File: src/rtl/pls_pkg.sv
package pls_pkg;
    localparam int CH_W   = 8;
    localparam int SLOT_N = 7;
    localparam int LANE_N = 4;
    localparam int SLOT_W = $clog2(SLOT_N);
    localparam int MAIN_W = CH_W - 2;

    typedef logic [SLOT_N-1:0] lane_word_t;

    typedef struct packed {
        logic [CH_W-1:0] red;
        logic [CH_W-1:0] grn;
        logic [CH_W-1:0] blu;
        logic            hs;
        logic            vs;
        logic            de;
    } pixel_t;
endpackage

File: src/rtl/pls_capture.sv
module pls_capture
    import pls_pkg::*;
(
    input  logic   clk,
    input  logic   rst_n,
    input  logic   pix_clk,
    input  logic   edge_rise,
    input  pixel_t px_in,
    output pixel_t px_hold
);
    typedef struct packed {
        logic   pclk;
        pixel_t hold;
    } cap_st_t;

    cap_st_t st_d, st_q;
    logic    take;

    always_comb begin
        st_d      = st_q;
        st_d.pclk = pix_clk;
        take      = edge_rise ? (pix_clk & ~st_q.pclk) : (~pix_clk & st_q.pclk);
        if (take) begin
            st_d.hold = px_in;
        end
    end

    always_ff @(posedge clk or negedge rst_n) begin
        if (!rst_n) begin
            st_q <= '0;
        end else begin
            st_q <= st_d;
        end
    end

    assign px_hold = st_q.hold;

    // a rising-edge capture cannot happen while pix_clk is low
    a_r9_rise_only: assert property (@(posedge clk) disable iff (!rst_n)
        (edge_rise && !pix_clk) |=> $stable(st_q.hold));
    // a falling-edge capture cannot happen while pix_clk is high
    a_r9_fall_only: assert property (@(posedge clk) disable iff (!rst_n)
        (!edge_rise && pix_clk) |=> $stable(st_q.hold));
endmodule

File: src/rtl/pls_lane_map.sv
module pls_lane_map
    import pls_pkg::*;
(
    input  pixel_t                          px,
    input  logic                            map_hi,
    output logic [LANE_N-1:0][SLOT_N-1:0]   lanes
);
    logic [MAIN_W-1:0] main_r, main_g, main_b;
    logic [1:0]        ext_r, ext_g, ext_b;

    function automatic logic [MAIN_W-1:0] pick_main(input logic [CH_W-1:0] c, input logic hi);
        return hi ? c[CH_W-1:2] : c[MAIN_W-1:0];
    endfunction

    function automatic logic [1:0] pick_ext(input logic [CH_W-1:0] c, input logic hi);
        return hi ? c[1:0] : c[CH_W-1:CH_W-2];
    endfunction

    always_comb begin
        main_r = pick_main(px.red, map_hi);
        main_g = pick_main(px.grn, map_hi);
        main_b = pick_main(px.blu, map_hi);
        ext_r  = pick_ext(px.red, map_hi);
        ext_g  = pick_ext(px.grn, map_hi);
        ext_b  = pick_ext(px.blu, map_hi);

        lanes[0] = {main_g[0], main_r};
        lanes[1] = {main_b[1:0], main_g[MAIN_W-1:1]};
        lanes[2] = {px.de, px.vs, px.hs, main_b[MAIN_W-1:2]};
        lanes[3] = {1'b0, ext_b, ext_g, ext_r};
    end
endmodule

File: src/rtl/pls_shifter.sv
module pls_shifter
    import pls_pkg::*;
#(
    parameter logic [SLOT_N-1:0] CLK_PATTERN = 7'b1100011
) (
    input  logic                          clk,
    input  logic                          rst_n,
    input  logic [LANE_N-1:0][SLOT_N-1:0] lanes,
    output logic [SLOT_W-1:0]             slot,
    output logic [LANE_N-1:0]             ser,
    output logic                          ck_bit
);
    typedef struct packed {
        logic [SLOT_W-1:0]             slot;
        logic [LANE_N-1:0][SLOT_N-1:0] sh;
        logic [SLOT_N-1:0]             ck;
    } sh_st_t;

    sh_st_t st_d, st_q;
    logic   boundary;

    always_comb begin
        st_d     = st_q;
        boundary = (st_q.slot == SLOT_W'(SLOT_N - 1));
        st_d.slot = boundary ? '0 : st_q.slot + SLOT_W'(1);
        st_d.ck   = boundary ? CLK_PATTERN : {st_q.ck[SLOT_N-2:0], st_q.ck[SLOT_N-1]};
        for (int l = 0; l < LANE_N; l++) begin
            st_d.sh[l] = boundary ? lanes[l] : {st_q.sh[l][SLOT_N-2:0], 1'b0};
        end
    end

    always_ff @(posedge clk or negedge rst_n) begin
        if (!rst_n) begin
            st_q <= '{slot: '0, sh: '0, ck: CLK_PATTERN};
        end else begin
            st_q <= st_d;
        end
    end

    assign slot   = st_q.slot;
    assign ck_bit = st_q.ck[SLOT_N-1];

    for (genvar l = 0; l < LANE_N; l++) begin : g_ser
        assign ser[l] = st_q.sh[l][SLOT_N-1];

        // between boundaries the lane only shifts, nothing new is loaded
        a_r10_hold_midperiod: assert property (@(posedge clk) disable iff (!rst_n)
            !boundary |=> st_q.sh[l][SLOT_N-1] == $past(st_q.sh[l][SLOT_N-2]));
    end

    // slot counter stays within seven slots and wraps after the last
    a_r1_slot_range: assert property (@(posedge clk) disable iff (!rst_n)
        st_q.slot < SLOT_W'(SLOT_N));
    a_r1_slot_wrap: assert property (@(posedge clk) disable iff (!rst_n)
        (st_q.slot == SLOT_W'(SLOT_N - 1)) |=> st_q.slot == '0);
    // first slot of lane D carries the zero pad
    a_r4_d_pad: assert property (@(posedge clk) disable iff (!rst_n)
        (st_q.slot == '0) |-> !ser[LANE_N-1]);
endmodule

File: src/rtl/pixlink_ser7.sv
module pixlink_ser7
    import pls_pkg::*;
#(
    parameter logic [SLOT_N-1:0] CLK_PATTERN = 7'b1100011,
    parameter logic              IDLE_LEVEL  = 1'b0
) (
    input  logic              clk,
    input  logic              rst_n,
    input  logic              pix_clk,
    input  logic              edge_rise,
    input  logic [CH_W-1:0]   red,
    input  logic [CH_W-1:0]   grn,
    input  logic [CH_W-1:0]   blu,
    input  logic              hsync,
    input  logic              vsync,
    input  logic              de,
    input  logic              map_sel,
    input  logic              six_bit,
    input  logic              oe,
    output logic [LANE_N-1:0] lane_dat,
    output logic [LANE_N-1:0] lane_en,
    output logic              clk_dat,
    output logic              clk_en
);
    localparam int LANE_D = LANE_N - 1;

    pixel_t                        px_in, px_hold;
    logic [LANE_N-1:0][SLOT_N-1:0] lanes;
    logic [SLOT_W-1:0]             slot;
    logic [LANE_N-1:0]             ser;
    logic                          ck_bit;
    logic                          drive_ok;

    assign px_in = '{red: red, grn: grn, blu: blu, hs: hsync, vs: vsync, de: de};

    pls_capture u_cap (
        .clk       (clk),
        .rst_n     (rst_n),
        .pix_clk   (pix_clk),
        .edge_rise (edge_rise),
        .px_in     (px_in),
        .px_hold   (px_hold)
    );

    pls_lane_map u_map (
        .px     (px_hold),
        .map_hi (map_sel),
        .lanes  (lanes)
    );

    pls_shifter #(.CLK_PATTERN(CLK_PATTERN)) u_shift (
        .clk    (clk),
        .rst_n  (rst_n),
        .lanes  (lanes),
        .slot   (slot),
        .ser    (ser),
        .ck_bit (ck_bit)
    );

    assign drive_ok = oe & rst_n;

    for (genvar l = 0; l < LANE_N; l++) begin : g_lane
        if (l == LANE_D) begin : g_opt
            assign lane_en[l] = drive_ok & ~six_bit;
        end else begin : g_fixed
            assign lane_en[l] = drive_ok;
        end
        assign lane_dat[l] = lane_en[l] ? ser[l] : IDLE_LEVEL;
    end

    assign clk_en  = drive_ok;
    assign clk_dat = clk_en ? ck_bit : IDLE_LEVEL;

    // clock lane follows the pattern in step with the data slots
    a_r5_clk_pattern: assert property (@(posedge clk) disable iff (!rst_n)
        clk_en |-> clk_dat == CLK_PATTERN[SLOT_N - 1 - int'(slot)]);
    // 6-bit mode releases lane D only
    a_r6_six_bit_off: assert property (@(posedge clk) disable iff (!rst_n)
        six_bit |-> (!lane_en[LANE_D] && lane_dat[LANE_D] == IDLE_LEVEL));
    a_r6_eight_bit_on: assert property (@(posedge clk) disable iff (!rst_n)
        (oe && !six_bit) |-> (lane_en == '1 && clk_en));
    // output enable low releases every lane
    a_r7_oe_off: assert property (@(posedge clk) disable iff (!rst_n)
        !oe |-> (lane_en == '0 && !clk_en && lane_dat == {LANE_N{IDLE_LEVEL}}));

    // reset releases every lane without a clock
    always_comb begin
        if (!rst_n) begin
            a_r8_reset_off: assert (lane_en == '0 && !clk_en);
        end
    end
endmodule

File: config.mk
export PLATFORM = sky130hd
export DESIGN_NAME = pixlink_ser7
export DESIGN_NICKNAME = d
export VERILOG_FILES = /design/src/rtl/pls_pkg.sv /design/src/rtl/pls_capture.sv /design/src/rtl/pls_lane_map.sv /design/src/rtl/pls_shifter.sv /design/src/rtl/pixlink_ser7.sv
export SDC_FILE = /design/constraint.sdc
export NUM_CORES = 1
export LEC_CHECK = 0
export BUFFER_PORTS_ARGS = -buffer_cell sky130_fd_sc_hd__buf_2
export CAP_MARGIN = 5
export CORE_UTILIZATION = 55
export CTS_CLUSTER_DIAMETER = 80
export DETAILED_ROUTE_END_ITERATION = 8
export PLACE_DENSITY = 0.84
export SLEW_MARGIN = 15
export SYNTH_ARGS = -nofsm -noshare
export SYNTH_HDL_FRONTEND = slang
export SYNTH_SLANG_ARGS = --single-unit
File: constraint.sdc
create_clock -name clk -period 2.1 [get_ports clk]
set_input_delay 0.105 -clock clk [delete_from_list [all_inputs] [get_ports clk]]
set_output_delay 0.105 -clock clk [all_outputs]
set_load 0.01 [all_outputs]
# [After elaboration in Yosys (flattened, before gate mapping)]
# Cells that the tools add are included.
[classes] n_addsub=1 multipliers=0 div=0 order_cmp=0 eq_ne=1 shift=0 muxes=18 n_bitwise=7 reduce_logical=0
[ops] operator="7-bit 2-to-1 mux" n=5
[ops] operator="6-bit 2-to-1 mux" n=3
[ops] operator="1-bit 2-to-1 mux" n=6
[ops] operator="2-bit 2-to-1 mux" n=3
[ops] operator="1-bit bitwise AND" n=4
[ops] operator="3-bit by 1-bit adder with 3-bit output (second input constant)" n=1
[ops] operator="3-bit == test (second input constant)" n=1
[ops] operator="3-bit 2-to-1 mux" n=1
[ops] operator="1-bit inverter" n=3
[word_totals] reg_bits=66 latchBits=0 ram_bits=0 rom_bits=0 input_bits=34 output_inout_bits=10 wordCells=40 n_memories=0

# [Longest topological paths before layout]
# Gate-level depths: netlist of run 1.
[depth] depth_word=3 depth_mapped=5

# [By module]
# A second synthesis of run 1 with hierarchy kept.
[unflattened] hier_cells=411 hier_area_um2=4309.1
[by_module_without_submodules] module="pls_capture" instances=1 cells_each=275 area_each_um2=2290.9 seq_area_each_um2=700.7
[by_module_without_submodules] module="pls_shifter" instances=1 cells_each=94 area_each_um2=1507.7 seq_area_each_um2=955.9
[by_module_without_submodules] module="pls_lane_map" instances=1 cells_each=32 area_each_um2=430.4 seq_area_each_um2=0.0
[by_module_without_submodules] module="pixlink_ser7" instances=1 cells_each=10 area_each_um2=80.1 seq_area_each_um2=0.0

# [Worst setup path before layout of run 1]
# OpenSTA, ideal clock, no wires.
[synth_timing] path_kind="reg-to-reg" from="reg u_cap.st_q[27] in the netlist's numbering" to="reg u_cap.st_q, in the netlist u_cap.px_hold[15]" arrival_time_ps=1075 t_required_ps=1958 slack_ps=883 path_stages_with_launch=6 path_buffers=2 synth_period_minus_slack_ps=1217 path_cell_list="dfrtp_1 -> nand2b_1 -> buf_4 -> buf_6 -> o32ai_1 -> a211oi_1"
[synth_via] elab_chain_cells=3
[synth_lines] item="from (decl)" line="pls_capture.sv:16" text="cap_st_t st_d, st_q;"
[synth_lines] item="from (signal assigned)" line="pls_capture.sv:32" text="st_q <= st_d;"
[synth_lines] item="1-bit inverter" line="pls_capture.sv:22" text="take = edge_rise ? (pix_clk & ~st_q.pclk) : (~pix_clk & st_q.pclk);"
[synth_lines] item="1-bit bitwise AND" line="pls_capture.sv:22"
[synth_lines] item="1-bit 2-to-1 mux (*)" line="pls_capture.sv:22"
# Every way passes the cells marked *; elsewhere a longest branch is shown, timed or not.
# A chain may end at the register's enable or synchronous reset.

# [Worst setup path after layout of run 1]
[layout_timing] from="in rst_n" to="out lane_dat[3]"
[layout_via] elab_chain_cells=3
[layout_lines] item="from (decl)" line="pixlink_ser7.sv:8" text="input logic rst_n,"
[layout_lines] item="1-bit bitwise AND" line="pixlink_ser7.sv:60" text="assign drive_ok = oe & rst_n;"
[layout_lines] item="1-bit bitwise AND" line="pixlink_ser7.sv:64" text="assign lane_en[l] = drive_ok & ~six_bit;"
[layout_lines] item="1-bit 2-to-1 mux" line="pixlink_ser7.sv:68" text="assign lane_dat[l] = lane_en[l] ? ser[l] : IDLE_LEVEL;"
[layout_lines] item="to (decl)" line="pixlink_ser7.sv:20" text="output logic [LANE_N-1:0] lane_dat,"
# Every way passes these cells.

==> run_results.csv, run 1 <==
group,metric,value,unit
sta,drv_slew,0,
sta,timing.slew.headroom,53.8,%
floorplan,ios,44,
power_and_ir_drop,vdd_drop_max,0.485,mV
final_layout,fin_area,3630,um^2
final_layout,diodes,0,
placement,post_dp_cell_area,3390,um^2
sta,finalSetupTns,0,ns
yosys,synth-xor-area-share,0,%
power_and_ir_drop,p_switching,0.913,mW
sta,worstMarginPinSlew,0.693,ns
detailed_routing,avgViaCountPerCell,6.25,
grt,grt_overflow,0,
detailed_routing,drc,0,
clocking,cts_setup_buffers,0,
clocking,cts_sinks,66,
grt,grt_start_max_net_pins,55,
hold_path,hold-path-endpoint,"u_cap.px_hold[0]$_DFFE_PN0P_",
placement,dp_slack,0.577,ns
final_layout,final_cells,416,
worst_setup_path,critPathKind,"in -> out",
grt,antenna_found_initial,0,
clocking,root_buffer,"clkbuf_8",
yosys,syn_inst,304,
detailed_routing,first_pass_iters,4,
hold_path,hp-start,"de",
yosys,synth_top_area_cell,"dfrtp_1",
worst_setup_path,r2r_cells,5,
grt,grt_pass1_vias,2447,
sta,post-route-period-util,80.8,%
floorplan,die_area,6160,um^2
power_and_ir_drop,clkPwrFrac,35.0,%
final_layout,drive_gt1_share,22.4,%
sta,rsz0062_at_grt,"false",
floorplan,coreArea,5570,um^2
worst_setup_path,crit_path_end_kind,"output port",
final_layout,multiInputGateArea,1350,um^2
worst_setup_path,start_kind,"input port",
yosys,synthSimpleGateAreaFrac,10.1,%
worst_setup_path,timing.critical_path.arrival,1.59,ns
hold_path,hold-path-cell-count,3,
clocking,cts_tree,"done",
yosys,synth_cell_types,27,
sta,setup_ws,0.403,ns
yosys,netlist_area,3220,um^2
grt,grt_use_total,25.0,%
status,outcome,"finished, final reports clean",
worst_setup_path,cpPeakStageDelay,0.52,ns
placement,port_buffers,43,
yosys,synth_edf_count,0,
power_and_ir_drop,power-per-cell-area,917,nW/um^2
final_layout,regArea,1660,um^2
yosys,ys.flop_type,"dfrtp_1",
floorplan,std_cell_rows,27,
sta,finalSetupViolCount,0,
worst_setup_path,r2r_slack,0.56,ns
placement,placedCellCount,398,
yosys,synth.top_cell.area_share,48.2,%
detailed_routing,wirelength,6.99,mm
yosys,synth_top_family_by_area,"compound AO/OA/AOI/OAI gates",
power_and_ir_drop,leakagePower,1.61,nW
yosys,yosys-top-cells-count,"dfrtp_1, nor2_1, o22ai_1, o32ai_1",
floorplan,die_y,78.5,um
grt,grt_first_pass_wirelength,11.9,mm
detailed_routing,vias,2598,
final_layout,nets,373,
yosys,ys_ff_latch,66,
hold_path,hold_path_class,"in -> reg",
yosys,synth-compound-area-share,22.9,%
yosys,yosysMostFrequentCell,"dfrtp_1",
worst_setup_path,crit_path_cell_trace,"dlygate4sd3_1 -> buf_2 -> nand2_1 -> nor2_1 -> and2_1 -> buf_2",
power_and_ir_drop,power,3.32,mW
yosys,synth_fp_nets,338,
floorplan,initial_core_util,57.8,%
yosys,synth_area_leaders,"dfrtp_1, mux2i_1, o32ai_1",
yosys,yosys.area_share.adder,0,%
sta,final_hold_viol_count,0,
worst_setup_path,reg2reg_to,"u_cap.px_hold[6]$_DFFE_PN0P_",
detailed_routing,drtIter0Drc,166,
clocking,clock_latency,0.34,ns
yosys,muxShareOfSynthArea,8.82,%
yosys,ys_seq_area_share,51.5,%
final_layout,nFillCells,446,
worst_setup_path,required,2.00,ns
clocking,clk_path_buf_depth,2,
detailed_routing,post_drt_wl_per_cell,16.8,um
power_and_ir_drop,power_frac_comb,15.3,%
power_and_ir_drop,internal_power,2.41,mW
job,drv_cap,0,
detailed_routing,drtAntennaViolNets,0,
floorplan,fp.dieW,78.5,um
sta,skew,0.00845,ns
sta,fmax,589,MHz
clocking,cts.clk_slew.worst_paths,0.06,ns
worst_setup_path,cp_common_cell,"buf_2",
final_layout,area_growth,12.6,%
placement,place.gp.congestion,0.762,
yosys,yosys_warnings,0,
power_and_ir_drop,swShare,27.5,%
clocking,numCtsBuffers,9,
worst_setup_path,slowest_stage,"dlygate4sd3_1",
yosys,synth_area_per_cell,10.6,um^2
yosys,synthArstFlopShare,100,%
placement,dp_hpwl,4.50,mm
clocking,htreeDepth,3,
worst_setup_path,r2r_start,"u_cap.st_q[27]$_DFF_PN0_",
worst_setup_path,cp_max_fo,26,
sta,period_needed,1.70,ns
power_and_ir_drop,seqPwrFrac,49.8,%
==> area by class of cell <==
class / count / share of cell area (%)
sequential: 66 / 45.7
tap: 72 / 2.48
clock buffer: 11 / 3.90
timing repair buffer: 54 / 8.35
clock inverter: 5 / 2.14
multi-input combinational: 205 / 37.1
inverter: 3 / 0.311
==> flip-flops by register name, summed over array words and instances, names as in the netlist <==
| register | cells |
|---|---|
| u_shift.ck_bit | 1 |
| u_cap.st_q | 1 |
| u_shift.st_q | 30 |
| u_shift.ser | 4 |
| u_cap.px_hold | 27 |
| u_shift.slot | 3 |
==> how the worst max path moves through the flow <==
stage	depth (start not counted)	to	slack (ns)	startpoint
after floorplan	5	u_cap.px_hold[15]$_DFFE_PN0P_	0.88	u_cap.st_q[27]$_DFF_PN0_
after global placement	4	u_cap.px_hold[19]$_DFFE_PN0P_	0.62	u_cap.st_q[27]$_DFF_PN0_
after detailed placement	5	u_cap.px_hold[6]$_DFFE_PN0P_	0.58	u_cap.st_q[27]$_DFF_PN0_
after CTS	6	lane_dat[3]	0.35	rst_n
after global routing	6	lane_dat[3]	0.24	rst_n
final	6	lane_dat[3]	0.40	rst_n
==> layout by cell type (no fill, tap or decap), types with 2 or more instances in the layout <==
cell,n
o22ai_1,27
clkinv_2,2
o21ai_0,21
nand2b_1,7
nor2_1,31
dfstp_2,4
nand2_1,22
inv_1,3
mux2i_1,25
dfrtp_1,62
buf_2,43
buf_4,9
and2_1,5
o32ai_1,26
and3_1,4
mux2_2,3
dlygate4sd3_1,2
clkbuf_8,10
a211oi_1,25
a21oi_1,2
bufinv_16,2
==> routing by layer <==
metal  routed length (um)  vias to the layer above  global-route usage, %
met5                    0                        -                      0
met4                   86                        0                   7.22
met3                  357                       10                   5.35
met2                 3430                      100                   38.7
met1                 3110                     1273                   35.5
li1                     -                     1215                      -
==> cell families (layout without fill, tap and decap cells) <==
family	after synthesis	after routing
AOI/OAI and AO/OA	105	105
and+or+nand+nor	72	72
DFF	66	66
buffers and inverters	33	73
muxes	28	28
==> what timing repair did <==
| action | 4_1_cts | 5_1_grt |
|---|---|---|
| gates resized for setup | 0 | 0 |
| hold endpoints to repair | 17 | 0 |
| hold buffers | 2 | 0 |
==> stage by stage <==
stage | hold WS [ns] | utilization, %
after floorplan | -0.191 | -
after global placement | 0.0989 | 60.8
after detailed placement | 0.103 | 60.8
after CTS | 0.0944 | 65.1
after global routing | 0.117 | 65.1
final | 0.106 | 65.1
==> power by group through the flow <==
stage          combinational [mW]  clock (mW)  sequential [mW]
2_1_floorplan               0.377           0             1.61
3_3_place_gp                0.471           0             1.65
3_5_place_dp                0.500           0             1.67
4_1_cts                     0.508        1.18             1.65
5_1_grt                     0.569        1.24             1.68
6_report                    0.507        1.16             1.65
==> worst max-delay path, delay by kind of cell <==
family / cells / cell delay (ns)
buffers and inverters: 3 / 1.07
and+or+nand+nor: 3 / 0.40
Note: power is estimated with default switching activity, not from simulation.
==> run 2: changes to the inputs <==
- CORE_UTILIZATION: 55 -> 52
- PLACE_DENSITY: 0.84 -> 0.83
- clock period: 2.1 -> 1.4 ns (I/O delays scaled with it)
==> run 2 against run 1 <==
First-iteration DRC count rose by 4.2%. Flip-flop and latch count unchanged. Cell count increased by 1.9%. Final area rose by 2.5%. Critical path depth shrank 2. Hold slack worse by 0.044 ns. Highest routed layer unchanged.
==> run_results.csv, run 2 (synthesized netlist as in run 1, its figures left out) <==
group,metric,value,unit
final_layout,utilization,62.4,%
worst_setup_path,start_kind,"flop",
detailed_routing,first_pass_iters,4,
detailed_routing,routed-wl-met2,3.33,mm
clocking,cts_sinks,66,
sta,timing.slew.headroom,66.0,%
grt,grt_pass1_vias,2385,
detailed_routing,drtIter0Drc,173,
clocking,cts_setup_buffers,0,
clocking,root_buffer,"clkbuf_8",
sta,worstMarginPinSlew,0.510,ns
final_layout,nFillCells,508,
floorplan,die_y,80.7,um
worst_setup_path,critPathKind,"reg -> reg",
final_layout,final_cell_mix,"dfrtp_1, buf_2, nor2_1",
final_layout,top_register,"u_shift.st_q",
floorplan,std_cell_rows,28,
grt,grt_use_total,23.7,%
worst_setup_path,slowest_stage,"dfrtp_2",
grt,grt_first_pass_wirelength,11.5,mm
final_layout,nets,378,
sta,drv_slew,0,
detailed_routing,vias,2602,
grt,grt_overflow,0,
detailed_routing,drc,0,
hold_path,hp-start,"de",
worst_setup_path,r2r_cells,4,
power_and_ir_drop,p_switching,1.36,mW
worst_setup_path,cp_max_fo,17,
grt,grt_start_max_net_pins,55,
power_and_ir_drop,seqPwrFrac,51.5,%
power_and_ir_drop,vdd_drop_max,0.699,mV
detailed_routing,route.met3.wl,375,um
placement,place.gp.congestion,0.823,
clocking,htreeDepth,3,
power_and_ir_drop,internal_power,3.46,mW
final_layout,diodes,0,
worst_setup_path,crit_path_cell_trace,"nand2b_1 -> buf_4 -> o32ai_1 -> a211oi_1",
power_and_ir_drop,power_frac_comb,16.3,%
floorplan,initial_core_util,54.1,%
sta,period_needed,1.31,ns
worst_setup_path,reg2reg_to,"u_cap.px_hold[4]$_DFFE_PN0P_",
job,drv_cap,0,
power_and_ir_drop,power,4.82,mW
sta,final_hold_viol_count,0,
worst_setup_path,timing.critical_path.arrival,1.53,ns
worst_setup_path,path_buf_inv,1,
sta,rsz0062_at_grt,"false",
clocking,cts.clk_slew.worst_paths,0.07,ns
hold_path,hold-path-cell-count,3,
worst_setup_path,cpPeakStageDelay,0.46,ns
detailed_routing,post_drt_wl_per_cell,16.4,um
floorplan,coreArea,5960,um^2
worst_setup_path,cp-endpoint,"u_cap.px_hold[4]$_DFFE_PN0P_",
worst_setup_path,r2r_start,"u_cap.st_q[27]$_DFF_PN0_",
detailed_routing,met1_length,3.11,mm
clocking,clock_latency,0.35,ns
sta,holdWs,0.0629,ns
clocking,numCtsBuffers,9,
detailed_routing,drtAntennaViolNets,0,
worst_setup_path,crit_cells,4,
power_and_ir_drop,power-per-cell-area,1300,nW/um^2
detailed_routing,top_layer_used,"met4",
final_layout,area_growth,15.4,%
sta,finalSetupViolCount,0,
sta,skew,0.0115,ns
floorplan,ios,44,
detailed_routing,wirelength,6.94,mm
grt,antenna_found_initial,0,
final_layout,layout.cells.most_common,"dfrtp_1",
sta,post-route-period-util,93.3,%
worst_setup_path,required,1.62,ns
placement,dp_hpwl,4.56,mm
clocking,cts_tree,"done",
final_layout,drive_gt1_share,23.5,%
worst_setup_path,r2r_slack,0.09,ns
clocking,clk_path_buf_depth,2,
worst_setup_path,crit_path_end_kind,"flop",
power_and_ir_drop,swShare,28.2,%
worst_setup_path,crit_family,"flip-flops",
final_layout,largest_register_ffs,30,
sta,fmax,765,MHz
sta,finalSetupTns,0,ns
detailed_routing,avgViaCountPerCell,6.14,
status,outcome,"finished, final reports clean",
hold_path,hold_path_class,"in -> reg",
placement,port_buffers,43,
power_and_ir_drop,leakagePower,1.66,nW
floorplan,fp.dieW,80.7,um
worst_setup_path,startpoint,"u_cap.st_q[27]$_DFF_PN0_",
power_and_ir_drop,clkPwrFrac,32.2,%
floorplan,die_area,6510,um^2
run 2: changes by cell type in the layout (fill, tap and decap cells not counted):
cell / delta
o32ai_1: -1
clkinvlp_4: -1
dfrtp_1: -1
buf_12: +5
clkbuf_1: +2
bufinv_16: -1
o32ai_2: +1
buf_6: +2
dfrtp_2: +1
buf_4: -2
run 2: worst reg2reg max path: stages, from the launching register on:
cell	delay, ns
dfrtp_2	0.46
nand2b_1	0.17
buf_4	0.20
o32ai_1	0.27
a211oi_1	0.09
run 2: repair_timing:
item / in CTS / in global routing
endpoints found under the hold margin: 63 / 0
hold buffers: 2 / 0
endpoints found under the setup margin: 0 / 5
gates resized for setup: 0 / 4
run 2: layer usage:
layer	GRT usage, %	vias up
met2	35.3	100
met1	33.1	1265
met4	11.3	0
li1	-	1224
met5	0	-
met3	4.89	13
run 2: final cells by class:
| type | count | area (um^2) | area share, % |
|---|---|---|---|
| sequential | 66 | 1660 | 44.6 |
| multi-input combinational | 205 | 1350 | 36.4 |
| timing repair buffer | 59 | 410 | 11.0 |
| clock buffer | 13 | 149 | 4.01 |
| tap | 75 | 93.8 | 2.53 |
| clock inverter | 3 | 40.0 | 1.08 |
| inverter | 3 | 11.3 | 0.303 |
run 2: power groups by stage:
stage	combinational [mW]	clock (mW)	sequential (mW)
6_report	0.786	1.55	2.48
5_1_grt	0.892	1.66	2.51
4_1_cts	0.784	1.58	2.47
3_5_place_dp	0.776	0	2.51
3_3_place_gp	0.733	0	2.48
2_1_floorplan	0.565	0	2.41
run 2: metrics by stage:
step | area [um^2] | cells | worst slack [ns]
after floorplan | 3220 | 304 | 0.183
after global placement | 3490 | 406 | 0.122
after detailed placement | 3490 | 406 | 0.0786
after CTS | 3700 | 424 | 0.0663
after global routing | 3720 | 424 | 0.0120
final | 3720 | 424 | 0.0932
run 2: worst min-delay path by stage:
stage	end	slack, ns
after floorplan	u_cap.px_hold[0]$_DFFE_PN0P_	-0.23
after global placement	u_shift.st_q[19]$_DFF_PN0_	0.18
after detailed placement	u_shift.st_q[19]$_DFF_PN0_	0.19
after CTS	u_cap.px_hold[0]$_DFFE_PN0P_	0.05
after global routing	u_cap.px_hold[22]$_DFFE_PN0P_	0.06
final	u_cap.px_hold[0]$_DFFE_PN0P_	0.06
==> run 3: changes to the inputs <==
--- a/config.mk
+++ b/config.mk
@@ -8,9 +8,9 @@
 export BUFFER_PORTS_ARGS = -buffer_cell sky130_fd_sc_hd__buf_2
 export CAP_MARGIN = 5
-export CORE_UTILIZATION = 52
+export CORE_UTILIZATION = 55
 export CTS_CLUSTER_DIAMETER = 80
 export DETAILED_ROUTE_END_ITERATION = 8
-export PLACE_DENSITY = 0.83
-export SLEW_MARGIN = 15
+export PLACE_DENSITY = 0.84
+export SLEW_MARGIN = 40
 export SYNTH_ARGS = -nofsm -noshare
 export SYNTH_HDL_FRONTEND = slang
==> constraint.sdc (replaced) <==
create_clock -name clk -period 1.54 [get_ports clk]
set_input_delay 0.154 -clock clk [delete_from_list [all_inputs] [get_ports clk]]
set_output_delay 0.154 -clock clk [all_outputs]
set_load 0.01 [all_outputs]
==> run 3 against run 2 <==
Total power is 9.3% lower. Routed wire length rose by 3.0%. Register-to-register slack improved by 0.08 ns. Highest routed layer unchanged.
==> run_results.csv, run 3 (synthesized netlist as in run 1, its figures left out) <==
group,metric,value,unit
status,outcome,"finished, final reports clean",
placement,dp_hpwl,4.72,mm
detailed_routing,first_pass_iters,4,
sta,finalSetupViolCount,0,
power_and_ir_drop,power,4.37,mW
power_and_ir_drop,power_frac_comb,16.1,%
detailed_routing,wirelength,7.15,mm
worst_setup_path,r2r_start,"u_cap.st_q[27]$_DFF_PN0_",
worst_setup_path,cp_max_fo,27,
worst_setup_path,r2r_cells,4,
detailed_routing,drtIter0Drc,252,
floorplan,ios,44,
power_and_ir_drop,p_switching,1.23,mW
clocking,cts.clk_slew.worst_paths,0.07,ns
final_layout,largest_register_ffs,30,
clocking,htreeDepth,3,
final_layout,diodes,0,
clocking,root_buffer,"clkbuf_8",
grt,grt_overflow,0,
worst_setup_path,start_kind,"input port",
grt,grt_pass1_vias,2437,
final_layout,regArea,1660,um^2
worst_setup_path,timing.critical_path.arrival,1.63,ns
final_layout,area_growth,14.1,%
final_layout,nets,377,
worst_setup_path,startpoint,"pix_clk",
final_layout,drive_gt1_share,23.0,%
power_and_ir_drop,leakagePower,1.64,nW
clocking,numCtsBuffers,9,
grt,antenna_found_initial,0,
clocking,clk_path_buf_depth,2,
grt,grt_first_pass_wirelength,12.0,mm
clocking,cts_tree,"done",
sta,final_hold_viol_count,0,
floorplan,coreArea,5570,um^2
worst_setup_path,crit_path_end_kind,"flop",
detailed_routing,avgViaCountPerCell,6.14,
placement,place.gp.congestion,0.807,
sta,finalSetupTns,0,ns
grt,grt_use_total,25.8,%
detailed_routing,vias,2579,
floorplan,std_cell_rows,27,
detailed_routing,drc,0,
detailed_routing,post_drt_wl_per_cell,17.0,um
placement,port_buffers,43,
floorplan,fp.dieW,78.5,um
sta,fmax,717,MHz
power_and_ir_drop,seqPwrFrac,51.8,%
sta,post-route-period-util,90.5,%
floorplan,die_area,6160,um^2
power_and_ir_drop,internal_power,3.14,mW
sta,drv_slew,0,
floorplan,die_y,78.5,um
clocking,cts_sinks,66,
worst_setup_path,required,1.77,ns
floorplan,initial_core_util,57.8,%
sta,period_needed,1.39,ns
power_and_ir_drop,power-per-cell-area,1190,nW/um^2
hold_path,hold_path_class,"in -> async",
clocking,clock_latency,0.34,ns
final_layout,nFillCells,453,
sta,rsz0062_at_grt,"false",
power_and_ir_drop,clkPwrFrac,32.1,%
worst_setup_path,critPathKind,"in -> reg",
sta,worstMarginPinSlew,0.743,ns
power_and_ir_drop,vdd_drop_max,0.674,mV
sta,timing.slew.headroom,50.4,%
final_layout,layout.cells.most_common,"dfrtp_1",
sta,skew,0.00807,ns
power_and_ir_drop,swShare,28.1,%
detailed_routing,drtAntennaViolNets,0,
job,drv_cap,0,
grt,grt_start_max_net_pins,61,
clocking,cts_setup_buffers,0,
final_layout,multiInputGateArea,1350,um^2
final_layout,final_cell_mix,"dfrtp_1, buf_2, nor2_1",
final_layout,top_register,"u_shift.st_q",
-- run 3: metrics by stage --
stage	instance area, um^2	setup slack [ns]	cells	hold slack, ns	utilization (%)
final	3670	0.146	420	0.0567	65.9
after CTS	3660	0.0328	420	0.0695	65.7
after detailed placement	3450	0.0594	402	0.0191	62.0
after floorplan	3220	0.323	304	-0.142	-
after global routing	3670	0.0524	420	0.117	65.9
after global placement	3450	0.172	402	0.0176	62.0
-- run 3: metal layers --
metal / track usage [%] / vias up / wire length (um)
met5: 0 / - / 0
met4: 12.2 / 0 / 74
met3: 4.07 / 8 / 456
met2: 39.7 / 98 / 3590
met1: 35.7 / 1253 / 3030
li1: - / 1220 / -
-- run 3: power by group through the flow --
| stage | registers, mW | clock network (mW) | logic (mW) |
|---|---|---|---|
| final | 2.26 | 1.40 | 0.703 |
| after global routing | 2.30 | 1.52 | 0.792 |
| after CTS | 2.26 | 1.44 | 0.703 |
| after detailed placement | 2.29 | 0 | 0.696 |
| after global placement | 2.26 | 0 | 0.658 |
| after floorplan | 2.19 | 0 | 0.514 |
-- run 3: repair_timing --
action                                  4_1_cts  5_1_grt
endpoints found under the setup margin        0       15
gates resized for setup                       0        3
hold buffers                                  2        0
hold endpoints to repair                      7        0
-- run 3: cell type report --
type / count / share of cell area [%]
well taps: 72 / 2.45
inverters: 3 / 0.307
clock inverters: 3 / 1.09
multi-input cells: 205 / 36.7
repair buffers: 58 / 10.3
flip-flops and latches: 66 / 45.1
clock buffers: 13 / 4.05
-- run 3: worst paths after layout --
check	to	slack, ns
max	u_cap.px_hold[7]$_DFFE_PN0P_	0.15
min	u_cap.px_hold[6]$_DFFE_PN0P_	0.06
max reg2reg	u_cap.px_hold[20]$_DFFE_PN0P_	0.17
min reg2reg	u_shift.slot[0]$_DFF_PN0_	0.45
max in group asynchronous	u_cap.st_q[27]$_DFF_PN0_	0.97
min in group clk	u_cap.px_hold[26]$_DFFE_PN0P_	0.15
-- run 3: critical path, cell delays in order --
cell	delay (ns)
dlygate4sd3_1	0.52
buf_2	0.17
or2_1	0.15
buf_6	0.24
o22ai_1	0.10
a211oi_1	0.30
